--- config.mk ---
export PLATFORM = sky130hd
export DESIGN_NAME = frame_dma_seq
export DESIGN_NICKNAME = d
export VERILOG_FILES = /design/src/rtl/fdma_pkg.sv /design/src/rtl/fdma_trig_gate.sv /design/src/rtl/fdma_ctrl.sv /design/src/rtl/fdma_addr_gen.sv /design/src/rtl/frame_dma_seq.sv
export SDC_FILE = /design/constraint.sdc
export NUM_CORES = 1
export LEC_CHECK = 0
export BUFFER_PORTS_ARGS = -buffer_cell sky130_fd_sc_hd__buf_2
export CORE_UTILIZATION = 30
export CTS_CLUSTER_DIAMETER = 120
export DETAILED_ROUTE_END_ITERATION = 8
export GPL_TIMING_DRIVEN = 0
export SYNTH_ARGS = -nofsm -noshare
export SYNTH_HDL_FRONTEND = slang
export SYNTH_SLANG_ARGS = --single-unit
--- constraint.sdc ---
create_clock -name clk -period 1.9 [get_ports clk]
set_input_delay 0.38 -clock clk [delete_from_list [all_inputs] [get_ports clk]]
set_output_delay 0.38 -clock clk [all_outputs]
set_load 0.02 [all_outputs]
--- src/rtl/fdma_pkg.sv ---
package fdma_pkg;
  typedef enum logic [1:0] {
    ST_IDLE = 2'd0,
    ST_RD   = 2'd1,
    ST_WR   = 2'd2
  } fdma_st_e;
endpackage

--- src/rtl/fdma_trig_gate.sv ---
// Request intake: direct start, one pending slot, saturating overrun count.
module fdma_trig_gate #(
  parameter int OW = 4
) (
  input  logic          clk,
  input  logic          rst_n,
  input  logic          clr_all,
  input  logic          drop,
  input  logic          trig,
  input  logic          armed,
  input  logic          idle,
  output logic          frame_go,
  output logic          pend_q,
  output logic [OW-1:0] ovr_q
);
  localparam logic [OW-1:0] OVR_MAX = {OW{1'b1}};

  logic          take_direct;
  logic          spare;
  logic          consume;
  logic          pend_d;
  logic [OW-1:0] ovr_d;

  always_comb begin
    take_direct = idle & armed & ~pend_q & trig;
    frame_go    = idle & armed & (pend_q | trig);
    consume     = frame_go & pend_q;
    spare       = trig & armed & ~take_direct;

    if (clr_all || drop || !armed) begin
      pend_d = 1'b0;
    end else begin
      pend_d = (pend_q & ~consume) | spare;
    end

    ovr_d = ovr_q;
    if (clr_all) begin
      ovr_d = '0;
    end else if (spare && pend_q && !consume && (ovr_q != OVR_MAX)) begin
      ovr_d = ovr_q + 1'b1;
    end
  end

  always_ff @(posedge clk or negedge rst_n) begin
    if (!rst_n) begin
      pend_q <= 1'b0;
      ovr_q  <= '0;
    end else begin
      pend_q <= pend_d;
      ovr_q  <= ovr_d;
    end
  end
endmodule

--- src/rtl/fdma_ctrl.sv ---
// Frame sequencer: read/write pairs, element and frame counters, end flags.
module fdma_ctrl
  import fdma_pkg::*;
#(
  parameter int EW = 8,
  parameter int FW = 8
) (
  input  logic          clk,
  input  logic          rst_n,
  input  logic          restore,
  input  logic          frame_go,
  input  logic          mem_ready,
  input  logic [EW-1:0] elems_use,
  input  logic [FW-1:0] frames_use,
  output fdma_st_e      st_q,
  output logic          go,
  output logic          rd_acc,
  output logic          wr_acc,
  output logic          fin,
  output logic [EW-1:0] elem_q,
  output logic [FW-1:0] frame_q,
  output logic          done_q,
  output logic          complete_q
);
  localparam logic [EW-1:0] ELEM_ONE  = EW'(1);
  localparam logic [FW-1:0] FRAME_ONE = FW'(1);

  fdma_st_e      st_d;
  logic          last_elem;
  logic          frame_end;
  logic [EW-1:0] elem_d;
  logic [FW-1:0] frame_d;
  logic          complete_d;

  always_comb begin
    go        = frame_go & (st_q == ST_IDLE) & ~restore;
    rd_acc    = (st_q == ST_RD) & mem_ready & ~restore;
    wr_acc    = (st_q == ST_WR) & mem_ready & ~restore;
    last_elem = (elem_q == ELEM_ONE);
    frame_end = wr_acc & last_elem;
    fin       = frame_end & (frame_q == FRAME_ONE);
  end

  always_comb begin
    st_d = st_q;
    unique case (st_q)
      ST_IDLE: if (go)     st_d = ST_RD;
      ST_RD:   if (rd_acc) st_d = ST_WR;
      ST_WR:   if (wr_acc) st_d = last_elem ? ST_IDLE : ST_RD;
      default:             st_d = ST_IDLE;
    endcase
    if (restore) st_d = ST_IDLE;
  end

  always_comb begin
    elem_d = elem_q;
    if (restore || go) begin
      elem_d = elems_use;
    end else if (wr_acc) begin
      elem_d = last_elem ? elems_use : elem_q - 1'b1;
    end

    frame_d = frame_q;
    if (restore) begin
      frame_d = frames_use;
    end else if (frame_end) begin
      frame_d = frame_q - 1'b1;
    end

    complete_d = complete_q;
    if (restore) begin
      complete_d = 1'b0;
    end else if (fin) begin
      complete_d = 1'b1;
    end
  end

  always_ff @(posedge clk or negedge rst_n) begin
    if (!rst_n) begin
      st_q       <= ST_IDLE;
      elem_q     <= '0;
      frame_q    <= '0;
      complete_q <= 1'b0;
      done_q     <= 1'b0;
    end else begin
      st_q       <= st_d;
      elem_q     <= elem_d;
      frame_q    <= frame_d;
      complete_q <= complete_d;
      done_q     <= fin;
    end
  end
endmodule

--- src/rtl/fdma_addr_gen.sv ---
// Address pair: source rewinds per frame, destination runs across frames.
module fdma_addr_gen #(
  parameter int AW         = 16,
  parameter int SRC_STRIDE = 16,
  parameter int DST_STEP   = 4
) (
  input  logic          clk,
  input  logic          rst_n,
  input  logic          restore,
  input  logic          go,
  input  logic          wr_acc,
  input  logic [AW-1:0] src_use,
  input  logic [AW-1:0] dst_use,
  output logic [AW-1:0] src_q,
  output logic [AW-1:0] dst_q
);
  localparam logic [AW-1:0] SRC_INC = AW'(SRC_STRIDE);
  localparam logic [AW-1:0] DST_INC = AW'(DST_STEP);

  logic [AW-1:0] src_d;
  logic [AW-1:0] dst_d;

  always_comb begin
    src_d = src_q;
    if (restore || go) begin
      src_d = src_use;
    end else if (wr_acc) begin
      src_d = src_q + SRC_INC;
    end

    dst_d = dst_q;
    if (restore) begin
      dst_d = dst_use;
    end else if (wr_acc) begin
      dst_d = dst_q + DST_INC;
    end
  end

  always_ff @(posedge clk or negedge rst_n) begin
    if (!rst_n) begin
      src_q <= '0;
      dst_q <= '0;
    end else begin
      src_q <= src_d;
      dst_q <= dst_d;
    end
  end
endmodule

--- src/rtl/frame_dma_seq.sv ---
module frame_dma_seq
  import fdma_pkg::*;
#(
  parameter int AW         = 16,
  parameter int DW         = 32,
  parameter int FW         = 8,
  parameter int EW         = 8,
  parameter int OW         = 4,
  parameter int SRC_STRIDE = 16,
  parameter int DST_STEP   = 4
) (
  input  logic          clk,
  input  logic          rst_n,
  input  logic          cfg_load,
  input  logic [AW-1:0] cfg_src_addr,
  input  logic [AW-1:0] cfg_dst_addr,
  input  logic [FW-1:0] cfg_frames,
  input  logic [EW-1:0] cfg_elems,
  input  logic          restart,
  input  logic          trig,
  output logic          mem_req,
  output logic          mem_we,
  output logic [AW-1:0] mem_addr,
  output logic [DW-1:0] mem_wdata,
  input  logic [DW-1:0] mem_rdata,
  input  logic          mem_ready,
  output logic          busy,
  output logic          done,
  output logic          complete,
  output logic          pend,
  output logic [OW-1:0] overrun_cnt,
  output logic [FW-1:0] frame_left,
  output logic [EW-1:0] elem_left
);
  localparam logic [AW-1:0] WORD_MASK = ~AW'(3);

  // packet registers
  logic [AW-1:0] src_base_q, dst_base_q;
  logic [FW-1:0] frames_q;
  logic [EW-1:0] elems_q;
  logic          loaded_q;

  logic [AW-1:0] src_use, dst_use;
  logic [FW-1:0] frames_use;
  logic [EW-1:0] elems_use;
  logic          restore;
  logic          armed;
  logic          idle;

  fdma_st_e      st_q;
  logic          go, rd_acc, wr_acc, fin;
  logic          frame_go;
  logic          done_q, complete_q;
  logic [AW-1:0] src_q, dst_q;
  logic [DW-1:0] data_q;

  always_comb begin
    restore    = cfg_load | restart;
    src_use    = cfg_load ? (cfg_src_addr & WORD_MASK) : src_base_q;
    dst_use    = cfg_load ? (cfg_dst_addr & WORD_MASK) : dst_base_q;
    frames_use = cfg_load ? cfg_frames : frames_q;
    elems_use  = cfg_load ? cfg_elems  : elems_q;
    armed      = loaded_q & ~complete_q;
    idle       = (st_q == ST_IDLE);
  end

  always_ff @(posedge clk or negedge rst_n) begin
    if (!rst_n) begin
      src_base_q <= '0;
      dst_base_q <= '0;
      frames_q   <= '0;
      elems_q    <= '0;
      loaded_q   <= 1'b0;
    end else if (cfg_load) begin
      src_base_q <= src_use;
      dst_base_q <= dst_use;
      frames_q   <= cfg_frames;
      elems_q    <= cfg_elems;
      loaded_q   <= 1'b1;
    end
  end

  always_ff @(posedge clk or negedge rst_n) begin
    if (!rst_n) begin
      data_q <= '0;
    end else if (rd_acc) begin
      data_q <= mem_rdata;
    end
  end

  fdma_trig_gate #(.OW(OW)) u_gate (
    .clk      (clk),
    .rst_n    (rst_n),
    .clr_all  (restore),
    .drop     (fin),
    .trig     (trig),
    .armed    (armed),
    .idle     (idle),
    .frame_go (frame_go),
    .pend_q   (pend),
    .ovr_q    (overrun_cnt)
  );

  fdma_ctrl #(.EW(EW), .FW(FW)) u_ctrl (
    .clk        (clk),
    .rst_n      (rst_n),
    .restore    (restore),
    .frame_go   (frame_go),
    .mem_ready  (mem_ready),
    .elems_use  (elems_use),
    .frames_use (frames_use),
    .st_q       (st_q),
    .go         (go),
    .rd_acc     (rd_acc),
    .wr_acc     (wr_acc),
    .fin        (fin),
    .elem_q     (elem_left),
    .frame_q    (frame_left),
    .done_q     (done_q),
    .complete_q (complete_q)
  );

  fdma_addr_gen #(.AW(AW), .SRC_STRIDE(SRC_STRIDE), .DST_STEP(DST_STEP)) u_addr (
    .clk     (clk),
    .rst_n   (rst_n),
    .restore (restore),
    .go      (go),
    .wr_acc  (wr_acc),
    .src_use (src_use),
    .dst_use (dst_use),
    .src_q   (src_q),
    .dst_q   (dst_q)
  );

  always_comb begin
    mem_req   = (st_q != ST_IDLE);
    mem_we    = (st_q == ST_WR);
    mem_addr  = mem_we ? dst_q : src_q;
    mem_wdata = data_q;
    busy      = mem_req;
    done      = done_q;
    complete  = complete_q;
  end
endmodule

# After elaboration in Yosys (flattened, before gate mapping)

Cells that the tools add are included.

Word-level logic and storage cells: 94
Input port bits: 86
Output and inout port bits: 74
Register bits after elaboration: 138

Reductions and logical operators: 16
Add/subtract/negate cells: 5
Equality and inequality tests: 8
Muxes and demuxes: 25
Bitwise gates (word level): 25

Operators with widths:

| kind                                              | count |
|---|---|
| two-way mux 16 bit                                | 7 |
| two-way mux 8 bit                                 | 7 |
| AND 1 bit                                         | 17 |
| adder 16 x 3 -> 16 bit (second input constant)    | 1 |
| adder 16 x 5 -> 16 bit (second input constant)    | 1 |
| == test 8 x 1 -> 1 bit (second input constant)    | 2 |
| subtractor 8 x 1 -> 8 bit (second input constant) | 2 |
| nonzero test 2 bit                                | 6 |
| two-way mux 2 bit                                 | 4 |
| two-way mux 4 bit                                 | 2 |
| != test 3 x 1 -> 1 bit (second input constant)    | 2 |
| one-hot mux 2 bit (3 select lines)                | 1 |
| inverter 1 bit                                    | 5 |
| adder 4 x 1 -> 4 bit (second input constant)      | 1 |
| two-way mux 1 bit                                 | 4 |
| != test 4 bit (second input constant)             | 1 |
| logical AND 1 bit                                 | 3 |
| logical OR 1 bit                                  | 3 |
| != test 3 x 2 -> 1 bit (second input constant)    | 1 |
| OR 1 bit                                          | 3 |
| AND reduction 3 bit                               | 1 |
| == test 2 x 1 -> 1 bit (second input constant)    | 1 |
| == test 2 bit (second input constant)             | 1 |
| logical NOT 1 bit                                 | 2 |
| logical NOT 2 bit                                 | 1 |

# Logic depth before layout (Yosys ltp)

Gate-level depths: netlist (run 1).

Depth after elaboration: 12
Gate-level depth with buffers: 8
Gate-level depth less buffers: 7

# By module

Synthesis (run 1) repeated with hierarchy kept, for this count alone.

Cell total of the unflattened synthesis: 567
Area total of the unflattened synthesis: 6887.9 um^2

Modules (own cells, without submodules):

| module         | times used | sequential area each (um^2) | area each (um^2) | cells an instance |
|---|---|---|---|---|
| frame_dma_seq  | 1          | 2026.9                      | 3629.7           | 231 |
| fdma_addr_gen  | 1          | 800.8                       | 1661.6           | 170 |
| fdma_ctrl      | 1          | 500.5                       | 1287.5           | 138 |
| fdma_trig_gate | 1          | 125.1                       | 309.0            | 28 |

# Worst setup path after synthesis (run 1)

Ideal clock, no wire load.

Kind: register to register
From: register u_ctrl.elem_q[1]
To: register u_ctrl.elem_q[4]
Cell stages (with the launch flop): 8
Clock period less this slack: 2.167 ns
Setup time: 0.126 ns
Arrival: 2.041 ns
Slack: -0.267 ns
Path buffers: 0
Cell sequence: dfrtp_1 inv_1 ha_1 or4b_4 or2_4 and2_4 a21o_1 a221o_1

Longest elaborated chain between the ends: 4
Elaborated cells between the ends (all ways): 5
Classes of those cells: add/sub (1); eq/ne (1); mux (3)

Ends and longest elaborated chain:

| item                                                                | RTL line                         | source |
|---|---|---|
| from (decl)                                                         | fdma_ctrl.sv:20                  | `output logic [EW-1:0] elem_q,` |
| from (signal assigned)                                              | fdma_ctrl.sv:87                  | `elem_q <= elem_d;` |
| subtractor 8 x 1 -> 8 bit or == test 8 x 1 -> 1 bit (tied branches) | fdma_ctrl.sv:60, fdma_ctrl.sv:39 |  |
| two-way mux 8 bit *                                                 | fdma_ctrl.sv:60                  | `elem_d = last_elem ? elems_use : elem_q - 1'b1;` |
| two-way mux 8 bit *                                                 | fdma_ctrl.sv:59                  | `end else if (wr_acc) begin` |
| two-way mux 8 bit *                                                 | fdma_ctrl.sv:57                  | `if (restore \|\| go) begin` |

Every way passes the cells marked *; elsewhere a longest branch is shown, timed or not. The select of a mux whose other input is x is not followed.
A chain may end at the register's enable or synchronous reset.

# Worst setup path after layout (run 1)

From: register u_ctrl.st_q[0]
To: register u_ctrl.elem_q[4]

Longest elaborated chain between the ends: 7
Elaborated cells between the ends (all ways): 11
Classes of those cells: eq/ne (1); mux (1); bitwise (6); reduce/logical (3)

Ends and longest elaborated chain:

| item                                                    | RTL line                             | source |
|---|---|---|
| from (decl)                                             | fdma_ctrl.sv:15                      | `output fdma_st_e st_q,` |
| from (signal assigned)                                  | fdma_ctrl.sv:86                      | `st_q <= st_d;` |
| logical NOT 2 bit                                       | fdma_ctrl.sv:36, frame_dma_seq.sv:64 |  |
| AND 1 bit (2 in series)                                 | fdma_trig_gate.sv:26                 | `frame_go = idle & armed & (pend_q \| trig);` |
| AND 1 bit (2 in series)                                 | fdma_ctrl.sv:36                      | `go = frame_go & (st_q == ST_IDLE) & ~restore;` |
| logical OR 1 bit                                        | fdma_ctrl.sv:57                      |  |
| two-way mux 8 bit or nonzero test 2 bit (tied branches) | -                                    |  |

Several ways; a longest one is shown, not always the timed one.

==> qor.log, run 1 <==
qor: setup_path.worst_r2r_endpoint u_ctrl.elem_q[4]
qor: setup_path.data_arrival_time_of_the_critical_path 2410 ps
qor: setup_path.timing.critical_path.to u_ctrl.elem_q[4]
qor: sta.maxClockFrequency 473 MHz
qor: setup_path.path_max_fanout 3
qor: power_and_ir_drop.peakVddDrop 0.579 mV
qor: sta.slew_viol_final 0
qor: synth.synth.cell_area 0.00627 mm2
qor: place.port_buffers 154
qor: synth.post_synth_main_area_contributors sky130_fd_sc_hd__dfrtp_1 55%, sky130_fd_sc_hd__mux2_2 17%, sky130_fd_sc_hd__nor2_1 3.5%
qor: setup_path.rrSetupSlack -220 ps
qor: synth.synth_edf_count 0
qor: cells_and_area.fillCellCount 1,908
qor: clock_network.cts.htree.levels 4
qor: synth.yosysUniqueCellTypes 51
qor: clock_network.path_clk_slew 60 ps
qor: floorplanning.core_area 0.0204 mm2
qor: global_route.antenna_found_initial 2
qor: cells_and_area.post-route-cell-area 0.00887 mm2
qor: drt.via_count 4,914
qor: synth.dominantRegCellSynth sky130_fd_sc_hd__dfrtp_1
qor: global_route.grt_util_all_layers 16.2%
qor: setup_path.cp_data_required_time 2200 ps
qor: cells_and_area.layout.cells.non_filler 1,034
qor: setup_path.criticalPathCategory reg -> reg
qor: drt.detailroute.wirelength.met3 771 um
qor: clock_network.cts.sinks 138
qor: sta.post-route-worst-setup-slack -216 ps
qor: global_route.grt_max_degree 76
qor: power_and_ir_drop.leakage_power 0.00406 uW
qor: place.place_inst 966
qor: clock_network.clk_latency 420 ps
qor: cells_and_area.postLayoutCoreUtil 43.6%
qor: place.post_dp_cell_area 0.00742 mm2
qor: drt.ant_nets 0
qor: clock_network.ctsRootBufferMaster sky130_fd_sc_hd__clkbuf_16
qor: sta.timing.final.setup_violations 49
qor: place.gp_congestion 0.835
qor: run_status.status complete, but fails checks
qor: drt.viasPerCell 4.75
qor: clock_network.cts_inserted_buffers 17
qor: power_and_ir_drop.total_switching_power 2550 uW
qor: job.max_cap_violations 0
qor: drt.drtIter0Drc 226
qor: setup_path.endpoint_kind flop
qor: drt.route.layer.met1.wl 7680 um
qor: floorplanning.die_h 147 um
qor: setup_path.crit_path_start u_ctrl.st_q[0]
qor: synth.synth_cells 541
qor: sta.timing.final.crit_share 111%
qor: drt.detail_route.drc_violations 0
qor: drt.detailedRoute.firstPassIterationCount 4
qor: clock_network.ctsLongestPathBuffers 2
qor: run_status.failed_checks setup timing
qor: global_route.first_global_vias 5,007
qor: setup_path.start_kind flop
qor: power_and_ir_drop.power_density 1010 mW/mm2
qor: sta.clock-skew-final 6.34 ps
qor: global_route.grt_first_pass_wirelength 26,800 um
qor: sta.worst_slew_pin_slew 719 ps
qor: place.pre_cts_ws -427 ps
qor: power_and_ir_drop.seq_power_share 40.2%
qor: clock_network.cts_hold_buf 0
qor: sta.final-hold-violation-count 0
qor: min_path.hold_path.class in -> async
qor: cells_and_area.post_route_cells_drive_above_1_share 50.4%
qor: drt.route.final.wire_length 16,900 um
qor: synth.yosys_warnings 0
qor: synth.seq_area_frac_synth 55.1%
qor: clock_network.tritoncts built
qor: synth.async_reset_ff_share 100%
qor: synth.synth_nets 634
qor: drt.wire_length_on_met2 8120 um
qor: floorplanning.initial_utilization 30.8%
qor: setup_path.rr_startpoint u_ctrl.st_q[0]
qor: synth.yosys_top_cell_area_share 55.1%
qor: synth.ys_seq_elements 138
qor: sta.rsz_0062_raised_after_global_routing yes
qor: floorplanning.pin_count 160
qor: synth.synth_top_area_cell sky130_fd_sc_hd__dfrtp_1
qor: power_and_ir_drop.combPwrFrac 20.5%
qor: drt.routed_length_per_placed_instance 16.3 um
qor: sta.minimum_clock_period_after_layout 2120 ps
qor: floorplanning.die_w 147 um
qor: cells_and_area.layout.nets 842
qor: power_and_ir_drop.p_int 6420 uW
qor: power_and_ir_drop.power.clock.fraction 39.3%
qor: power_and_ir_drop.switching_share 28.4%
qor: drt.dr.max_layer_used met4
qor: cells_and_area.flow.area_growth_from_synthesis 41.5%
qor: synth.synth.avg_cell_area 11.6 um2
qor: setup_path.ff2ff_path_depth 6
qor: floorplanning.die_area 0.0215 mm2
qor: place.dp.final_hpwl 11,300 um
qor: floorplanning.fp-row-count 52
qor: global_route.global_route.overflow_total 0
qor: sta.timing.slew.headroom 52.1%
-- power by group through the flow --
stage                     Combinational [uW]  Sequential (uW)  Clock [uW]
after floorplan                          725             3890           0
after global placement                  1580             3640           0
after detailed placement                1610             3650           0
after CTS                               1810             3600        3600
after global routing                    1980             3660        3750
final                                   1840             3600        3520
-- worst min path at each step --
stage                          startpoint               end  slack [ps]  cells past startpoint
after floorplan                     rst_n     dst_base_q[0]          80                      0
after global placement    u_addr.src_q[0]   u_addr.src_q[0]         450                      2
after detailed placement  u_addr.src_q[1]   u_addr.src_q[1]         460                      2
after CTS                           rst_n  u_addr.dst_q[12]          30                      1
after global routing                rst_n   u_addr.dst_q[5]          60                      1
final                               rst_n    dst_base_q[12]          10                      1
-- cell usage after synthesis, drive strengths merged (3+ instances only) --
cell    count
dfrtp     138
mux2       92
nor2       58
nand2      37
a21oi      27
o21ai      23
clkbuf     16
nor3       13
xnor2      13
xor2       13
buf        12
nand3      11
and3       10
nand4       9
inv         8
ha          7
mux2i       5
nor2b       5
or2         5
nor4        4
a221o       3
nand3b      3
o21a        3
-- kinds of logic (layout without fill, tap and decap cells) --
kind of cell	count (synthesis)	after routing	share of synthesized area [%]
mux	97	97	17.3
simple gates	166	166	13.2
compound gates	70	70	6.72
xor+xnor	26	26	3.63
other cells	0	2	0
buf+inv	36	257	2.55
flops	138	138	55.1
fa+ha+maj	8	8	1.56
-- worst max-delay path, cell delays in order (launching register included) --
cell and delay, ps:
sky130_fd_sc_hd__dfrtp_2 440, sky130_fd_sc_hd__buf_6 130, sky130_fd_sc_hd__or4b_4 570, sky130_fd_sc_hd__o21a_4 240
sky130_fd_sc_hd__and2_4 150, sky130_fd_sc_hd__a21o_1 160, sky130_fd_sc_hd__a221o_1 300
-- sequential cells by signal (all words and copies together) (netlist names) --
signal             cells
u_ctrl.frame_q         8
src_base_q            16
u_addr.src_q          16
u_ctrl.done_q          1
u_ctrl.st_q            2
u_addr.dst_q          16
elems_q                8
dst_base_q            16
loaded_q               1
u_gate.pend_q          1
frames_q               8
u_ctrl.complete_q      1
u_ctrl.elem_q          8
u_gate.ovr_q           4
mem_wdata             32
-- per-stage QoR --
| stage | hold WS, ps | power, uW | setup TNS, ps |
|---|---|---|---|
| final | 14.1 | 8960 | -5250 |
| after global placement | 451 | 5220 | -258940 |
| after CTS | 28.7 | 9010 | -6190 |
| after global routing | 61.0 | 9390 | -8370 |
| after detailed placement | 457 | 5260 | -31390 |
| after floorplan | 84.4 | 4610 | -1700 |
-- final cells by class --
| cell class | instances | area, um2 | share of cell area, % |
|---|---|---|---|
| flip-flops and latches | 138 | 3460 | 39.0 |
| multi-input cells | 367 | 2950 | 33.2 |
| repair buffers | 191 | 1300 | 14.6 |
| clock buffers | 20 | 447 | 5.03 |
| well taps | 270 | 338 | 3.81 |
| plain buffers | 26 | 181 | 2.04 |
| clock inverters | 12 | 173 | 1.95 |
| inverters | 8 | 30.0 | 0.338 |
| diodes | 2 | 5.00 | 0.0564 |
-- repair_timing --
| action | CTS | global route |
|---|---|---|
| pin swaps | 34 | 21 |
| cloned | 1 | 1 |
| hold endpoints to repair | 0 | 0 |
| buffers inserted | 29 | 6 |
| endpoints found under the setup margin | 83 | 98 |
| gates resized for setup | 125 | 38 |
-- per-layer routing --
layer | up-vias | track usage [%]
met5 | - | 0
met4 | 0 | 5.42
met3 | 15 | 5.09
met2 | 124 | 25.9
met1 | 2458 | 20.6
li1 | 2317 | -
-- placed cells by master, fill, tap and decap left out, types with 7 or more instances in the layout --
cell                        netlist  routed
sky130_fd_sc_hd__buf_2            8     141
sky130_fd_sc_hd__dfrtp_1        138     134
sky130_fd_sc_hd__mux2_2          92      77
sky130_fd_sc_hd__nor2_1          58      46
sky130_fd_sc_hd__buf_6            1      35
sky130_fd_sc_hd__nand2_1         35      32
sky130_fd_sc_hd__a21oi_1         27      25
sky130_fd_sc_hd__buf_4            2      19
sky130_fd_sc_hd__clkbuf_16        0      18
sky130_fd_sc_hd__mux2_4           0      15
sky130_fd_sc_hd__xor2_1          13      13
sky130_fd_sc_hd__xnor2_1         13      12
sky130_fd_sc_hd__o21ai_1          5      12
sky130_fd_sc_hd__clkbuf_1        16      11
sky130_fd_sc_hd__nor3_1          12       9
sky130_fd_sc_hd__nor2_2           0       9
sky130_fd_sc_hd__nand4_1          9       9
sky130_fd_sc_hd__nand3_1         11       8
sky130_fd_sc_hd__and3_1          10       8
sky130_fd_sc_hd__inv_1            8       7
sky130_fd_sc_hd__ha_1             7       7
(Power assumes the default switching activity.)
==> inputs of run 2 (changes only) <==
--- a/config.mk
+++ b/config.mk
@@ -12,4 +12,5 @@
 export GPL_TIMING_DRIVEN = 0
 export SYNTH_ARGS = -nofsm -noshare
 export SYNTH_HDL_FRONTEND = slang
+export SYNTH_HIERARCHICAL = 1
 export SYNTH_SLANG_ARGS = --single-unit
==> run 2 against run 1 <==
Effect of this change: the run still ends with setup timing left; first-iteration DRC count is 1.8% higher; total power down 2.6%; combinational power down 4%; cell area is 4.5% higher; clock power fell by 6.0%; maximum frequency grew 0.19%; critical path depth fell by 1; core utilization is 2.5 points lower; non-clock buffer count down 6.
==> qor.log, run 2 <==
qor: drt.wire_length_on_met2 7920 um
qor: global_route.global_route.overflow_total 0
qor: drt.route.layer.met1.wl 7840 um
qor: setup_path.worst_r2r_endpoint u_addr/dst_q[15]
qor: sta.timing.final.setup_violations 32
qor: setup_path.cp_data_required_time 1520 ps
qor: setup_path.timing.critical_path.to mem_addr[9]
qor: setup_path.data_arrival_time_of_the_critical_path 1730 ps
qor: floorplanning.fp-row-count 55
qor: sta.minimum_clock_period_after_layout 2110 ps
qor: setup_path.rr_startpoint u_ctrl/st_q[0]
qor: global_route.grt_max_degree 82
qor: sta.fin_tns_setup -3920 ps
qor: clock_network.ctsRootBufferMaster sky130_fd_sc_hd__clkbuf_16
qor: place.dp.final_hpwl 11,600 um
qor: sta.timing.slew.headroom 60.8%
qor: sta.rsz_0062_raised_after_global_routing yes
qor: synth.yosys_warnings 6
qor: power_and_ir_drop.power_density 941 mW/mm2
qor: synth.library_cell_with_the_highest_instance_count_after_synthesis sky130_fd_sc_hd__dfrtp_1
qor: place.place_inst 1,007
qor: floorplanning.initial_utilization 30.5%
qor: clock_network.path_clk_slew 60 ps
qor: drt.viasPerCell 4.76
qor: power_and_ir_drop.power.clock.fraction 37.9%
qor: sta.timing.final.crit_share 111%
qor: synth.synth_cells 567
qor: job.max_cap_violations 0
qor: drt.routed_length_per_placed_instance 15.6 um
qor: place.gp_congestion 0.806
qor: sta.final-hold-violation-count 0
qor: sta.maxClockFrequency 474 MHz
qor: power_and_ir_drop.combPwrFrac 20.3%
qor: clock_network.ctsLongestPathBuffers 2
qor: sta.worst_slew_pin_slew 587 ps
qor: floorplanning.die_area 0.0236 mm2
qor: synth.synth.avg_cell_area 12.1 um2
qor: clock_network.cts.sinks 138
qor: setup_path.ff2ff_path_depth 8
qor: run_status.failed_checks setup timing
qor: min_path.hold_path.class in -> reg
qor: synth.seq_area_frac_synth 50.1%
qor: sta.clock-skew-final 6.39 ps
qor: cells_and_area.flow.area_growth_from_synthesis 34.7%
qor: cells_and_area.mostFrequentLayoutCells 138 x sky130_fd_sc_hd__buf_2, 133 x sky130_fd_sc_hd__dfrtp_1, 111 x sky130_fd_sc_hd__mux2_2
qor: floorplanning.die_h 154 um
qor: setup_path.path_max_fanout 8
qor: cells_and_area.layout.nets 862
qor: setup_path.start_kind flop
qor: power_and_ir_drop.p_int 6140 uW
qor: global_route.antenna_found_initial 0
qor: place.pre_cts_ws -751 ps
qor: setup_path.endpoint_kind output port
qor: floorplanning.pin_count 160
qor: synth.yosys_top_cell_area_share 50.1%
qor: drt.detailroute.wirelength.met3 853 um
qor: setup_path.criticalPathCategory reg -> out
qor: cells_and_area.layout.cells.non_filler 1,068
qor: drt.drtIter0Drc 230
qor: place.post_dp_cell_area 0.00814 mm2
qor: drt.dr.max_layer_used met4
qor: clock_network.tritoncts built
qor: floorplanning.die_w 154 um
qor: cells_and_area.layout_commonest_cell sky130_fd_sc_hd__buf_2
qor: cells_and_area.largest_reg_flops 32
qor: setup_path.crit_path_start u_ctrl/st_q[0]
qor: power_and_ir_drop.leakage_power 0.00426 uW
qor: synth.ys_seq_elements 138
qor: place.port_buffers 154
qor: global_route.grt_util_all_layers 14.4%
qor: synth.synth_top_area_cell sky130_fd_sc_hd__dfrtp_1
qor: synth.post_synth_main_area_contributors sky130_fd_sc_hd__dfrtp_1 50%, sky130_fd_sc_hd__mux2_2 19%, sky130_fd_sc_hd__mux2_4 2.4%
qor: drt.via_count 5,086
qor: global_route.grt_first_pass_wirelength 26,900 um
qor: floorplanning.core_area 0.0226 mm2
qor: sta.post-route-worst-setup-slack -212 ps
qor: synth.async_reset_ff_share 100%
qor: synth.synth_nets 660
qor: sta.slew_viol_final 0
qor: cells_and_area.fillCellCount 2,189
qor: drt.ant_nets 0
qor: synth.yosysUniqueCellTypes 65
qor: global_route.first_global_vias 5,145
qor: synth.synth.cell_area 0.00689 mm2
qor: clock_network.cts.htree.levels 4
qor: power_and_ir_drop.total_switching_power 2590 uW
qor: power_and_ir_drop.switching_share 29.7%
qor: cells_and_area.post_route_cells_drive_above_1_share 52.4%
qor: power_and_ir_drop.seq_power_share 41.8%
qor: drt.detail_route.drc_violations 0
qor: cells_and_area.post-route-cell-area 0.00928 mm2
qor: clock_network.cts_inserted_buffers 17
qor: run_status.status complete, but fails checks
qor: drt.route.final.wire_length 16,700 um
qor: synth.dominantRegCellSynth sky130_fd_sc_hd__dfrtp_1
qor: drt.detailedRoute.firstPassIterationCount 4
qor: clock_network.clk_latency 410 ps
qor: synth.ys_top_cells_by_count 138 x sky130_fd_sc_hd__dfrtp_1, 117 x sky130_fd_sc_hd__mux2_2, 33 x sky130_fd_sc_hd__nand2_1, 29 x sky130_fd_sc_hd__nor2_1, 26 x sky130_fd_sc_hd__a21oi_1
qor: synth.synth_edf_count 0
qor: setup_path.rrSetupSlack -160 ps
qor: power_and_ir_drop.peakVddDrop 0.533 mV
-- run 2: kinds of logic (layout without fill, tap and decap cells) --
group | count (synthesis) | count (layout) | synth area share, %
AO/OA/AOI/OAI | 69 | 69 | 6.49
XOR/XNOR | 23 | 23 | 2.92
adder cells (fa/ha/maj) | 8 | 8 | 1.42
buffers and inverters | 44 | 259 | 3.65
flip-flops | 138 | 138 | 50.1
multiplexers | 140 | 140 | 23.3
other | 0 | 1 | 0
AND/OR/NAND/NOR | 145 | 145 | 12.1
-- run 2: worst max-delay path, cell delays in order, from the launching register on --
cell and delay [ps]:
sky130_fd_sc_hd__dfrtp_2 430, sky130_fd_sc_hd__nor2b_4 130, sky130_fd_sc_hd__buf_8 160, sky130_fd_sc_hd__clkbuf_16 160, sky130_fd_sc_hd__mux2_4 310, sky130_fd_sc_hd__buf_6 130
-- run 2: layout make-up --
class | instances | area (um2) | share of cell area (%)
Antenna cell | 1 | 2.50 | 0.0270
Buffer | 28 | 284 | 3.06
Clock buffer | 19 | 443 | 4.77
Clock inverter | 13 | 141 | 1.52
Inverter | 16 | 60.1 | 0.647
Multi-Input combinational cell | 385 | 3350 | 36.1
Sequential cell | 138 | 3460 | 37.3
Tap cell | 285 | 357 | 3.84
Timing Repair Buffer | 183 | 1180 | 12.7
-- run 2: how the worst min path moves through the flow --
stage | to | from | cells after the start | slack [ps]
floorplan | dst_base_q[0] | rst_n | 0 | 80
global placement | mem_wdata[4] | mem_wdata[4] | 1 | 470
detailed placement | dst_base_q[4] | rst_n | 1 | 410
CTS | mem_wdata[5] | mem_rdata[5] | 2 | 160
global route | mem_wdata[5] | mem_rdata[5] | 2 | 170
finish | mem_wdata[5] | mem_rdata[5] | 2 | 180
-- run 2: through the flow --
stage / total power (uW) / utilization [%] / hold WS (ps)
after floorplan: 4720 / - / 84.4
after global placement: 5320 / 35.9 / 467
after detailed placement: 5360 / 36.1 / 410
after CTS: 8800 / 39.7 / 159
after global routing: 9160 / 41.1 / 169
final: 8730 / 41.1 / 182
-- run 2: repair_timing --
action                                  CTS  global route
pin swaps                                 0             6
resized for setup                        37            53
endpoints found under the setup margin   82            91
setup buffers                            11            14
hold buffers                              1             0
cloned                                    0             2
hold endpoints to repair                 57             0
-- run 2: per-layer routing --
layer,global-route usage (%),up-vias
li1,-,2437
met1,19.1,2488
met2,23.5,150
met3,3.95,11
met4,2.95,0
met5,0,-
-- run 2: power by group through the flow --
stage / registers, uW / clock network, uW / logic, uW
6_report: 3650 / 3310 / 1770
5_1_grt: 3710 / 3520 / 1930
4_1_cts: 3650 / 3420 / 1740
3_5_place_dp: 3690 / 0 / 1670
3_3_place_gp: 3680 / 0 / 1640
2_1_floorplan: 3890 / 0 / 828
